$ cat src/rtl/i2s_rx_pkg.sv
package i2s_rx_pkg;
    localparam int RX_MAX_W = 16;

    typedef struct packed {
        logic                ch;
        logic [RX_MAX_W-1:0] data;
    } rx_word_t;
endpackage

$ cat src/rtl/i2s_rx_deser.sv
module i2s_rx_deser #(
    parameter int MAX_W = 16
) (
    input  logic             clk,
    input  logic             rst_n,
    input  logic             en,
    input  logic             size16,
    input  logic             sck,
    input  logic             ws,
    input  logic             sd,
    output logic             word_vld,
    output logic [MAX_W-1:0] word_data,
    output logic             word_ch
);
    localparam int CW = $clog2(MAX_W) + 1;
    localparam logic [CW-1:0] FULL_BITS = CW'(MAX_W);
    localparam logic [CW-1:0] HALF_BITS = CW'(MAX_W / 2);

    typedef struct packed {
        logic             sck_s;
        logic             sck_p;
        logic             ws_s;
        logic             sd_s;
        logic             ws_prev;
        logic             start_pend;
        logic             active;
        logic [CW-1:0]    cnt;
        logic [MAX_W-1:0] shreg;
        logic             ch;
        logic             vld;
        logic [MAX_W-1:0] data;
        logic             ch_out;
    } deser_t;

    deser_t st_q, st_d;
    logic             rise;
    logic [CW-1:0]    need;
    logic [MAX_W-1:0] shifted;

    always_comb begin
        st_d       = st_q;
        st_d.sck_s = sck;
        st_d.ws_s  = ws;
        st_d.sd_s  = sd;
        st_d.sck_p = st_q.sck_s;
        st_d.vld   = 1'b0;
        rise       = st_q.sck_s & ~st_q.sck_p;
        need       = size16 ? FULL_BITS : HALF_BITS;
        shifted    = {st_q.shreg[MAX_W-2:0], st_q.sd_s};
        if (rise) begin
            st_d.ws_prev = st_q.ws_s;
            if (st_q.start_pend) begin
                st_d.shreg      = {{(MAX_W-1){1'b0}}, st_q.sd_s};
                st_d.cnt        = CW'(1);
                st_d.active     = 1'b1;
                st_d.ch         = st_q.ws_s;
                st_d.start_pend = 1'b0;
            end else if (st_q.active) begin
                st_d.shreg = shifted;
                st_d.cnt   = st_q.cnt + CW'(1);
                if (st_q.cnt + CW'(1) == need) begin
                    st_d.vld    = 1'b1;
                    st_d.data   = shifted;
                    st_d.ch_out = st_q.ch;
                    st_d.active = 1'b0;
                end
            end
            if (st_q.ws_s != st_q.ws_prev) begin
                st_d.start_pend = 1'b1;
            end
        end
        if (!en) begin
            st_d.start_pend = 1'b0;
            st_d.active     = 1'b0;
            st_d.vld        = 1'b0;
        end
    end

    always_ff @(posedge clk or negedge rst_n) begin
        if (!rst_n) begin
            st_q <= '0;
        end else begin
            st_q <= st_d;
        end
    end

    assign word_vld  = st_q.vld;
    assign word_data = st_q.data;
    assign word_ch   = st_q.ch_out;


    single_word_pulse_chk: assert property (@(posedge clk) disable iff (!rst_n)
        word_vld |=> !word_vld);


    no_word_when_off_chk: assert property (@(posedge clk) disable iff (!rst_n)
        !en |=> !word_vld);
endmodule

$ cat src/rtl/i2s_rx_fifo.sv
module i2s_rx_fifo #(
    parameter int DEPTH = 32,
    parameter int W     = 17
) (
    input  logic                       clk,
    input  logic                       rst_n,
    input  logic                       push,
    input  logic [W-1:0]               push_data,
    input  logic                       pop,
    input  logic                       flush,
    output logic [W-1:0]               head,
    output logic [$clog2(DEPTH):0]     level,
    output logic                       empty,
    output logic                       full,
    output logic                       overrun
);
    localparam int AW = $clog2(DEPTH);
    localparam logic [AW:0] DEPTH_L = (AW+1)'(DEPTH);

    typedef struct packed {
        logic [DEPTH-1:0][W-1:0] mem;
        logic [AW-1:0]           wr_ptr;
        logic [AW-1:0]           rd_ptr;
        logic [AW:0]             count;
    } fifo_t;

    fifo_t fq, fd;
    logic push_ok, pop_ok;

    always_comb begin
        fd      = fq;
        push_ok = push & ~full & ~flush;
        pop_ok  = pop & ~empty & ~flush;
        overrun = push & full & ~flush;
        if (flush) begin
            fd.wr_ptr = '0;
            fd.rd_ptr = '0;
            fd.count  = '0;
        end else begin
            if (push_ok) begin
                fd.mem[fq.wr_ptr] = push_data;
                fd.wr_ptr         = fq.wr_ptr + AW'(1);
            end
            if (pop_ok) begin
                fd.rd_ptr = fq.rd_ptr + AW'(1);
            end
            case ({push_ok, pop_ok})
                2'b10:   fd.count = fq.count + (AW+1)'(1);
                2'b01:   fd.count = fq.count - (AW+1)'(1);
                default: fd.count = fq.count;
            endcase
        end
    end

    always_ff @(posedge clk or negedge rst_n) begin
        if (!rst_n) begin
            fq <= '0;
        end else begin
            fq <= fd;
        end
    end

    assign head  = fq.mem[fq.rd_ptr];
    assign level = fq.count;
    assign empty = (fq.count == '0);
    assign full  = (fq.count == DEPTH_L);


    flush_empties_chk: assert property (@(posedge clk) disable iff (!rst_n)
        flush |=> (level == '0));


    full_keeps_level_chk: assert property (@(posedge clk) disable iff (!rst_n)
        (full && push && !pop && !flush) |=> (level == DEPTH_L));


    empty_pop_idle_chk: assert property (@(posedge clk) disable iff (!rst_n)
        (empty && pop && !push && !flush) |=> (empty && $stable(fq.rd_ptr)));


    no_overflow_chk: assert property (@(posedge clk) disable iff (!rst_n)
        level <= DEPTH_L);
endmodule

$ cat src/rtl/i2s_rx_status.sv
module i2s_rx_status #(
    parameter int LVL_W = 6,
    parameter int TRIG  = 7
) (
    input  logic             clk,
    input  logic             rst_n,
    input  logic [LVL_W-1:0] level,
    input  logic             overrun_evt,
    input  logic             ovr_clr,
    input  logic             dma_en,
    input  logic [3:0]       irq_mask,
    output logic             thr_flag,
    output logic             dma_req,
    output logic             ovr_flag,
    output logic             irq
);
    localparam logic [LVL_W-1:0] TRIG_L = LVL_W'(TRIG);

    typedef struct packed {
        logic ovr;
    } stat_t;

    stat_t sq, sd_n;

    always_comb begin
        sd_n = sq;
        if (ovr_clr) begin
            sd_n.ovr = 1'b0;
        end
        if (overrun_evt) begin
            sd_n.ovr = 1'b1;
        end
    end

    always_ff @(posedge clk or negedge rst_n) begin
        if (!rst_n) begin
            sq <= '0;
        end else begin
            sq <= sd_n;
        end
    end

    assign thr_flag = (level >= TRIG_L);
    assign dma_req  = thr_flag & dma_en;
    assign ovr_flag = sq.ovr;
    assign irq      = (irq_mask[1] & thr_flag) | (irq_mask[3] & sq.ovr);


    ovr_sticky_chk: assert property (@(posedge clk) disable iff (!rst_n)
        (ovr_flag && !ovr_clr) |=> ovr_flag);


    ovr_set_chk: assert property (@(posedge clk) disable iff (!rst_n)
        overrun_evt |=> ovr_flag);


    irq_masked_off_chk: assert property (@(posedge clk) disable iff (!rst_n)
        (!irq_mask[1] && !irq_mask[3]) |-> !irq);
endmodule

$ cat src/rtl/i2s_rx_ctrl.sv
module i2s_rx_ctrl
    import i2s_rx_pkg::*;
#(
    parameter int DEPTH = 32,
    parameter int TRIG  = DEPTH / 4 - 1
) (
    input  logic                    clk,
    input  logic                    rst_n,
    input  logic                    rec_en,
    input  logic                    size16,
    input  logic                    sck,
    input  logic                    ws,
    input  logic                    sd,
    input  logic                    flush,
    input  logic                    dma_en,
    input  logic [3:0]              irq_mask,
    input  logic                    ovr_clr,
    input  logic                    rd_en,
    output logic [RX_MAX_W-1:0]     rd_data,
    output logic                    rd_ch,
    output logic                    rd_empty,
    output logic [$clog2(DEPTH):0]  fifo_level,
    output logic                    thr_flag,
    output logic                    dma_req,
    output logic                    ovr_flag,
    output logic                    irq
);
    localparam int LVL_W = $clog2(DEPTH) + 1;
    localparam int EW    = $bits(rx_word_t);

    logic                word_vld;
    logic [RX_MAX_W-1:0] word_data;
    logic                word_ch;
    rx_word_t            wr_word, head_word;
    logic [EW-1:0]       head_bits;
    logic                full, overrun;

    i2s_rx_deser #(.MAX_W(RX_MAX_W)) u_deser (
        .clk       (clk),
        .rst_n     (rst_n),
        .en        (rec_en),
        .size16    (size16),
        .sck       (sck),
        .ws        (ws),
        .sd        (sd),
        .word_vld  (word_vld),
        .word_data (word_data),
        .word_ch   (word_ch)
    );

    assign wr_word.ch   = word_ch;
    assign wr_word.data = word_data;

    i2s_rx_fifo #(.DEPTH(DEPTH), .W(EW)) u_fifo (
        .clk       (clk),
        .rst_n     (rst_n),
        .push      (word_vld),
        .push_data (wr_word),
        .pop       (rd_en),
        .flush     (flush),
        .head      (head_bits),
        .level     (fifo_level),
        .empty     (rd_empty),
        .full      (full),
        .overrun   (overrun)
    );

    assign head_word = rx_word_t'(head_bits);
    assign rd_data   = head_word.data;
    assign rd_ch     = head_word.ch;

    i2s_rx_status #(.LVL_W(LVL_W), .TRIG(TRIG)) u_status (
        .clk         (clk),
        .rst_n       (rst_n),
        .level       (fifo_level),
        .overrun_evt (overrun),
        .ovr_clr     (ovr_clr),
        .dma_en      (dma_en),
        .irq_mask    (irq_mask),
        .thr_flag    (thr_flag),
        .dma_req     (dma_req),
        .ovr_flag    (ovr_flag),
        .irq         (irq)
    );


    reset_empty_chk: assert property (@(posedge clk) disable iff (!rst_n)
        $rose(rst_n) |-> rd_empty);
endmodule

$ cat config.mk
export PLATFORM = sky130hd
export DESIGN_NAME = i2s_rx_ctrl
export DESIGN_NICKNAME = d
export VERILOG_FILES = /design/src/rtl/i2s_rx_pkg.sv /design/src/rtl/i2s_rx_deser.sv /design/src/rtl/i2s_rx_fifo.sv /design/src/rtl/i2s_rx_status.sv /design/src/rtl/i2s_rx_ctrl.sv
export SDC_FILE = /design/constraint.sdc
export NUM_CORES = 1
export LEC_CHECK = 0
export BUFFER_PORTS_ARGS = -buffer_cell sky130_fd_sc_hd__clkbuf_2
export CAP_MARGIN = 20
export CORE_AREA = 4 4 254 256
export CTS_CLUSTER_DIAMETER = 100
export DETAILED_ROUTE_END_ITERATION = 16
export DIE_AREA = 0 0 258 260
export HOLD_SLACK_MARGIN = 0.12
export MAX_ROUTING_LAYER = met4
export SLEW_MARGIN = 40
export SYNTH_ARGS = -nofsm -noshare
export SYNTH_HDL_FRONTEND = slang
export SYNTH_SLANG_ARGS = --single-unit
$ cat constraint.sdc
create_clock -name clk -period 5.77 [get_ports clk]
set_input_delay 0.577 -clock clk [delete_from_list [all_inputs] [get_ports clk]]
set_output_delay 0.577 -clock clk [all_outputs]
set_load 0.1 [all_outputs]
Word level (Yosys, flattened, before mapping)
Index checks and enable logic that the tools add are counted.
Word-level totals
  register bits after elaboration: 608
  input bits: 15
  output and inout port bits: 28
  word-level logic and storage cells: 114
Cells by class
  $add $sub $neg: 5
  magnitude comparators: 4
  equality and inequality tests: 6
  muxes and demuxes: 23
  bitwise logic cells: 16
  reduce and logical (&&, ||, !) cells: 11
Operators by type and width (count)
  544-bit bitwise mux: 1
  17-bit binary-select mux with 5-bit select: 1
  17-bit demux with 5-bit select: 1
  18-bit 2-to-1 mux: 3
  22-bit 2-to-1 mux: 2
  42-bit 2-to-1 mux: 1
  17-bit 2-to-1 mux: 2
  16-bit 2-to-1 mux: 1
  5-bit by 1-bit adder with 5-bit output (second input constant): 3
  5-bit 2-to-1 mux: 3
  5-bit by 6-bit < comparator with 1-bit output (second input constant): 2
  6-bit case mux with 2 select lines: 1
  1-bit AND: 10
  2-bit nonzero test: 4
  6-bit by 1-bit adder with 6-bit output (second input constant): 1
  6-bit equality test (second input constant): 1
  6-bit by 3-bit >= comparator with 1-bit output (second input constant): 1
  6-bit logical NOT: 1
  1-bit 2-to-1 mux: 6
  2-bit AND reduction: 3
  6-bit by 1-bit subtractor with 6-bit output (second input constant): 1
  5-bit equality test: 1
  5-bit by 1-bit >= comparator with 1-bit output (second input constant): 1
  1-bit NOT: 5
  9 further kinds: 9

Depth between registers and ports, before layout
  depth in word-level cells: 7
  gate-level depth with buffers: 11
  gate-level depth less buffers: 10

Cells and area by module
A second synthesis with hierarchy kept.
Unflattened totals
  cells, all modules: 1921
  area, all modules: 28209.6 µm²
By module, submodules not included
  i2s_rx_fifo: instances 1, cells an instance 1771, area each 26168.8 µm², seq. area each 14013.4 µm²
  i2s_rx_deser: instances 1, cells an instance 139, area each 1950.6 µm², seq. area each 1151.1 µm²
  i2s_rx_status: instances 1, cells an instance 11, area each 90.1 µm², seq. area each 25.0 µm²

Worst setup path before layout
OpenSTA, ideal clock, no wires.
  path kind: register -> output
  from: reg u_fifo.fq, in the netlist u_fifo.level[0]
  to: out rd_empty
  arrival time: 3068 ps
  data required time: 5193 ps
  setup slack: 2125 ps
  cell stages (with the launch flop): 3
  path buffers: 0
  cell sequence: dfrtp_1 -> or4_1 -> nor3_1
On the way
  word-level cells in the longest chain between the ends: 1
RTL lines
  from (decl): line i2s_rx_fifo.sv:27  | fifo_t fq, fd;
  from (signal assigned): line i2s_rx_fifo.sv:57  | fq <= '0;
  from (signal assigned): line i2s_rx_fifo.sv:59  | fq <= fd;
  6-bit logical NOT: line i2s_rx_fifo.sv:65  | assign empty = (fq.count == '0);
  to (decl): line i2s_rx_ctrl.sv:21  | output logic rd_empty,
No other way between the ends.

Worst setup path after layout
  from: reg u_fifo.fq[6] (netlist bit)
  to: out rd_data[15]
On the way
  word-level cells in the longest chain between the ends: 2
RTL lines
  17-bit binary-select mux with 5-bit select: line i2s_rx_fifo.sv:63  | assign head = fq.mem[fq.rd_ptr];
  17-bit 2-to-1 mux (implied by the code): line i2s_rx_fifo.sv:63
  to (decl): line i2s_rx_ctrl.sv:19  | output logic [RX_MAX_W-1:0] rd_data,
No other way between the ends. The select of a mux whose other input is x is not followed.

==> results.md <==
* P per Cell Area at 322.8 mW/mm^2
* Pwr Total at 10.04 mW
* Cell row count at 92
* Layout net count at 1922
* Post-CTS setup repair buffer count at 0
* Post-synth cell types at 53
* Tightest Pin Transition at 0.8338 ns
* Ys flop type: dfrtp_1
* TritonCTS Buffers at 67
* Synth Register Bits at 607
* Hold Crit Class: in -> reg
* Vias per cell at 5.664
* Initial core utilization at 0.4463
* Placed Area at 0.02894 mm^2
* CTS tree: done
* Hold Crit Start: ovr_clr
* Max_cap viols at 0
* Fillers at 5281
* Port buffer count at 40
* Drt first pass iters at 4
* Vias in the first global route at 17180
* Critical Path Start Type: flip-flop
* Post-DP HPWL at 39490 um
* H-tree depth at 3
* Die height at 260 um
* Max frequency at 227.3 MHz
* Post-cts gate resize count at 0
* Final instance area at 0.03112 mm^2
* WL final at 64760 um
* Sum of buffers and inverters on the critical path at 2
* Count of placed standard cells including taps at 2668
* CP Max Fanout at 36
* Post-synth top cells: 607 x dfrtp_1, 526 x mux2_2, 175 x mux2i_1
* Avg WL per Cell at 23.19 um
* Final Hold Violating Endpoints at 0
* Top-count cell post-synth: dfrtp_1
* Syn Area/Cell at 14.74 um^2
* Critical path origin: u_fifo.fq[6]
* Hold buffer count at CTS at 4
* Skew final at 0.01981 ns
* Fraction of layout cells with a size suffix above 1 at 0.4386
* First-pass GRT wire length at 102500 um
* Post-synth EDFFs at 0
* Max-slew violations at 0
* Total negative setup slack at 0 ns
* Slowest CP cell: dfrtp_4
* Leak at 14.45 nW
* Number of DRC markers in iteration 0 at 817
* DIE AREA at 0.06708 mm^2
* GRT Total Usage at 0.2024
* CP Class: reg -> out
* Vias post-DR at 15819
* Cells along the critical path: buf_4 -> mux2i_1 -> a22oi_1 -> and3_1 -> a31oi_1 -> o221ai_1 -> clkbuf_2
* Initial antenna violation count at 1
* Clock Latency Late Sink at 0.60 ns
* GP Congestion at 0.7440
* Crit-path leading delay family: flip-flops
* Seq/Total Area, Yosys at 0.5445
* Core area at 0.06250 mm^2
* Clock slew at reported path FFs at 0.05 ns
* Slew margin rel. at 0.4428
* Die width at 258 um
* Synth area leaders: dfrtp_1 54%, mux2_2 21%, mux2i_1 6.3%, mux4_2 5.5%, a22o_1 1.8%
* Clock buffer depth at 3
* Period utilization at 0.7626
* Post-synth top area cell: dfrtp_1
* Sequential cell area at 0.01522 mm^2
* Worst-case vdd ir drop at 0.1993 mV
* Synth Net Count at 1920
* Mapped Area at 0.02789 mm^2
* Antenna Cells at 0
* Largest net degree at the start of global routing at 133
* Period minus WS final at 4.400 ns
* CP arrival at 3.82 ns
* # IOs at 43
* Setup violations, final at 0
* Asr flop ratio synth at 1.000
* Yosys warns at 0
* Max incr delay on CP at 0.95 ns
* Post-DRT Antenna Nets at 0
* Post-synth top area share at 0.5445
* Worst r2r src: u_fifo.level[0]
* Root Driver: clkbuf_16
* Multi-input logic area at 0.01195 mm^2
* Nature of the critical path endpoint: primary output
* Post-Layout Cell Count at 2793
* Critical Path RT at 5.19 ns
* Status: completed
* DRC at 0
* Clock Sinks at 607
* Area growth from synthesis to layout at 11.55%
* GRT Residual Overflow at 0
* RSZ-0062 raised after global routing: no
* Post-synthesis cell count at 1893
* Post-layout util at 0.4978
==> worst reg2reg max path: stages, from the launching register on <==
cell and delay (ns):
dfrtp_1 0.50, or4_1 0.59, o31a_1 0.45, and2_2 0.27
nor2b_1 0.20, ha_1 0.35, a211oi_1 0.24, o21bai_1 0.10
a21oi_1 0.22, mux2i_1 0.24, mux2_1 0.33
==> through the flow <==
stage | hold WS, ns | worst slack [ns]
5_1_grt | 0.1997 | 1.282
4_1_cts | 0.1479 | 1.385
6_report | 0.1789 | 1.370
2_1_floorplan | 0.2814 | 2.125
3_5_place_dp | 0.3569 | 2.052
3_3_place_gp | 0.3531 | 2.029
==> sequential cells by signal, summed over array words and instances, names as in the netlist <==
name and flops:
u_deser.word_data 16, u_fifo.level 6, u_deser.st_q 11, u_deser.shifted 16, u_fifo.fq 554, u_deser.st_d 1
u_deser.word_vld 1, u_status.ovr_flag 1, u_deser.word_ch 1
==> layout by cell type (no fill, tap or decap), types with 18 or more instances in the layout <==
| cell | count |
|---|---|
| buf_4 | 42 |
| mux4_2 | 68 |
| clkbuf_1 | 23 |
| a22o_1 | 58 |
| nand2_1 | 25 |
| clkbuf_2 | 39 |
| mux2_2 | 526 |
| mux2_1 | 39 |
| nor2_2 | 21 |
| a21oi_1 | 22 |
| nor2_1 | 24 |
| dfrtp_2 | 18 |
| mux2i_1 | 175 |
| clkbuf_16 | 68 |
| dfrtp_1 | 587 |
==> where the power goes <==
part	switching (mW)	internal, mW	total, mW
clock	1.71	2.43	4.13
sequential	0.115	4.29	4.41
combinational	1.06	0.445	1.50
total	2.88	7.16	10.0
==> path summary, 6_finish.rpt <==
| path | slack (ns) | endpoint | depth (start not counted) |
|---|---|---|---|
| setup reg to reg | 2.16 | u_fifo.level[5] | 10 |
| max in group asynchronous | 3.51 | u_deser.word_data[0] | 6 |
| min in group asynchronous | 0.53 | u_fifo.fq[333] | 2 |
| hold / removal | 0.18 | u_status.ovr_flag | 2 |
| hold reg to reg | 0.37 | u_deser.st_q[45] | 0 |
| setup / recovery | 1.37 | rd_data[15] | 7 |
==> logic make-up after synthesis <==
| logic type | share of synthesized area |
|---|---|
| multiplexers | 0.3458 |
| flip-flops | 0.5445 |
| buffers and inverters | 0.02808 |
| AND/OR/NAND/NOR | 0.03167 |
| AO/OA/AOI/OAI | 0.03858 |
| XOR/XNOR | 0.005697 |
| adder cells (fa/ha/maj) | 0.005652 |
==> area by class of cell <==
class                           count  area share
Tap cell                          846     0.03402
Inverter                            4   0.0004825
Clock inverter                     15    0.004262
Sequential cell                   607      0.4891
Clock buffer                      106     0.06410
Timing Repair Buffer               94     0.02405
Multi-Input combinational cell   1121      0.3840
==> layer usage <==
layer,share of wire,GRT usage
met4,0.022,0.05772
met5,0,-
met1,0.45,0.2656
met2,0.49,0.3347
met3,0.032,0.02610
Power figures use the tool's default switching activity.
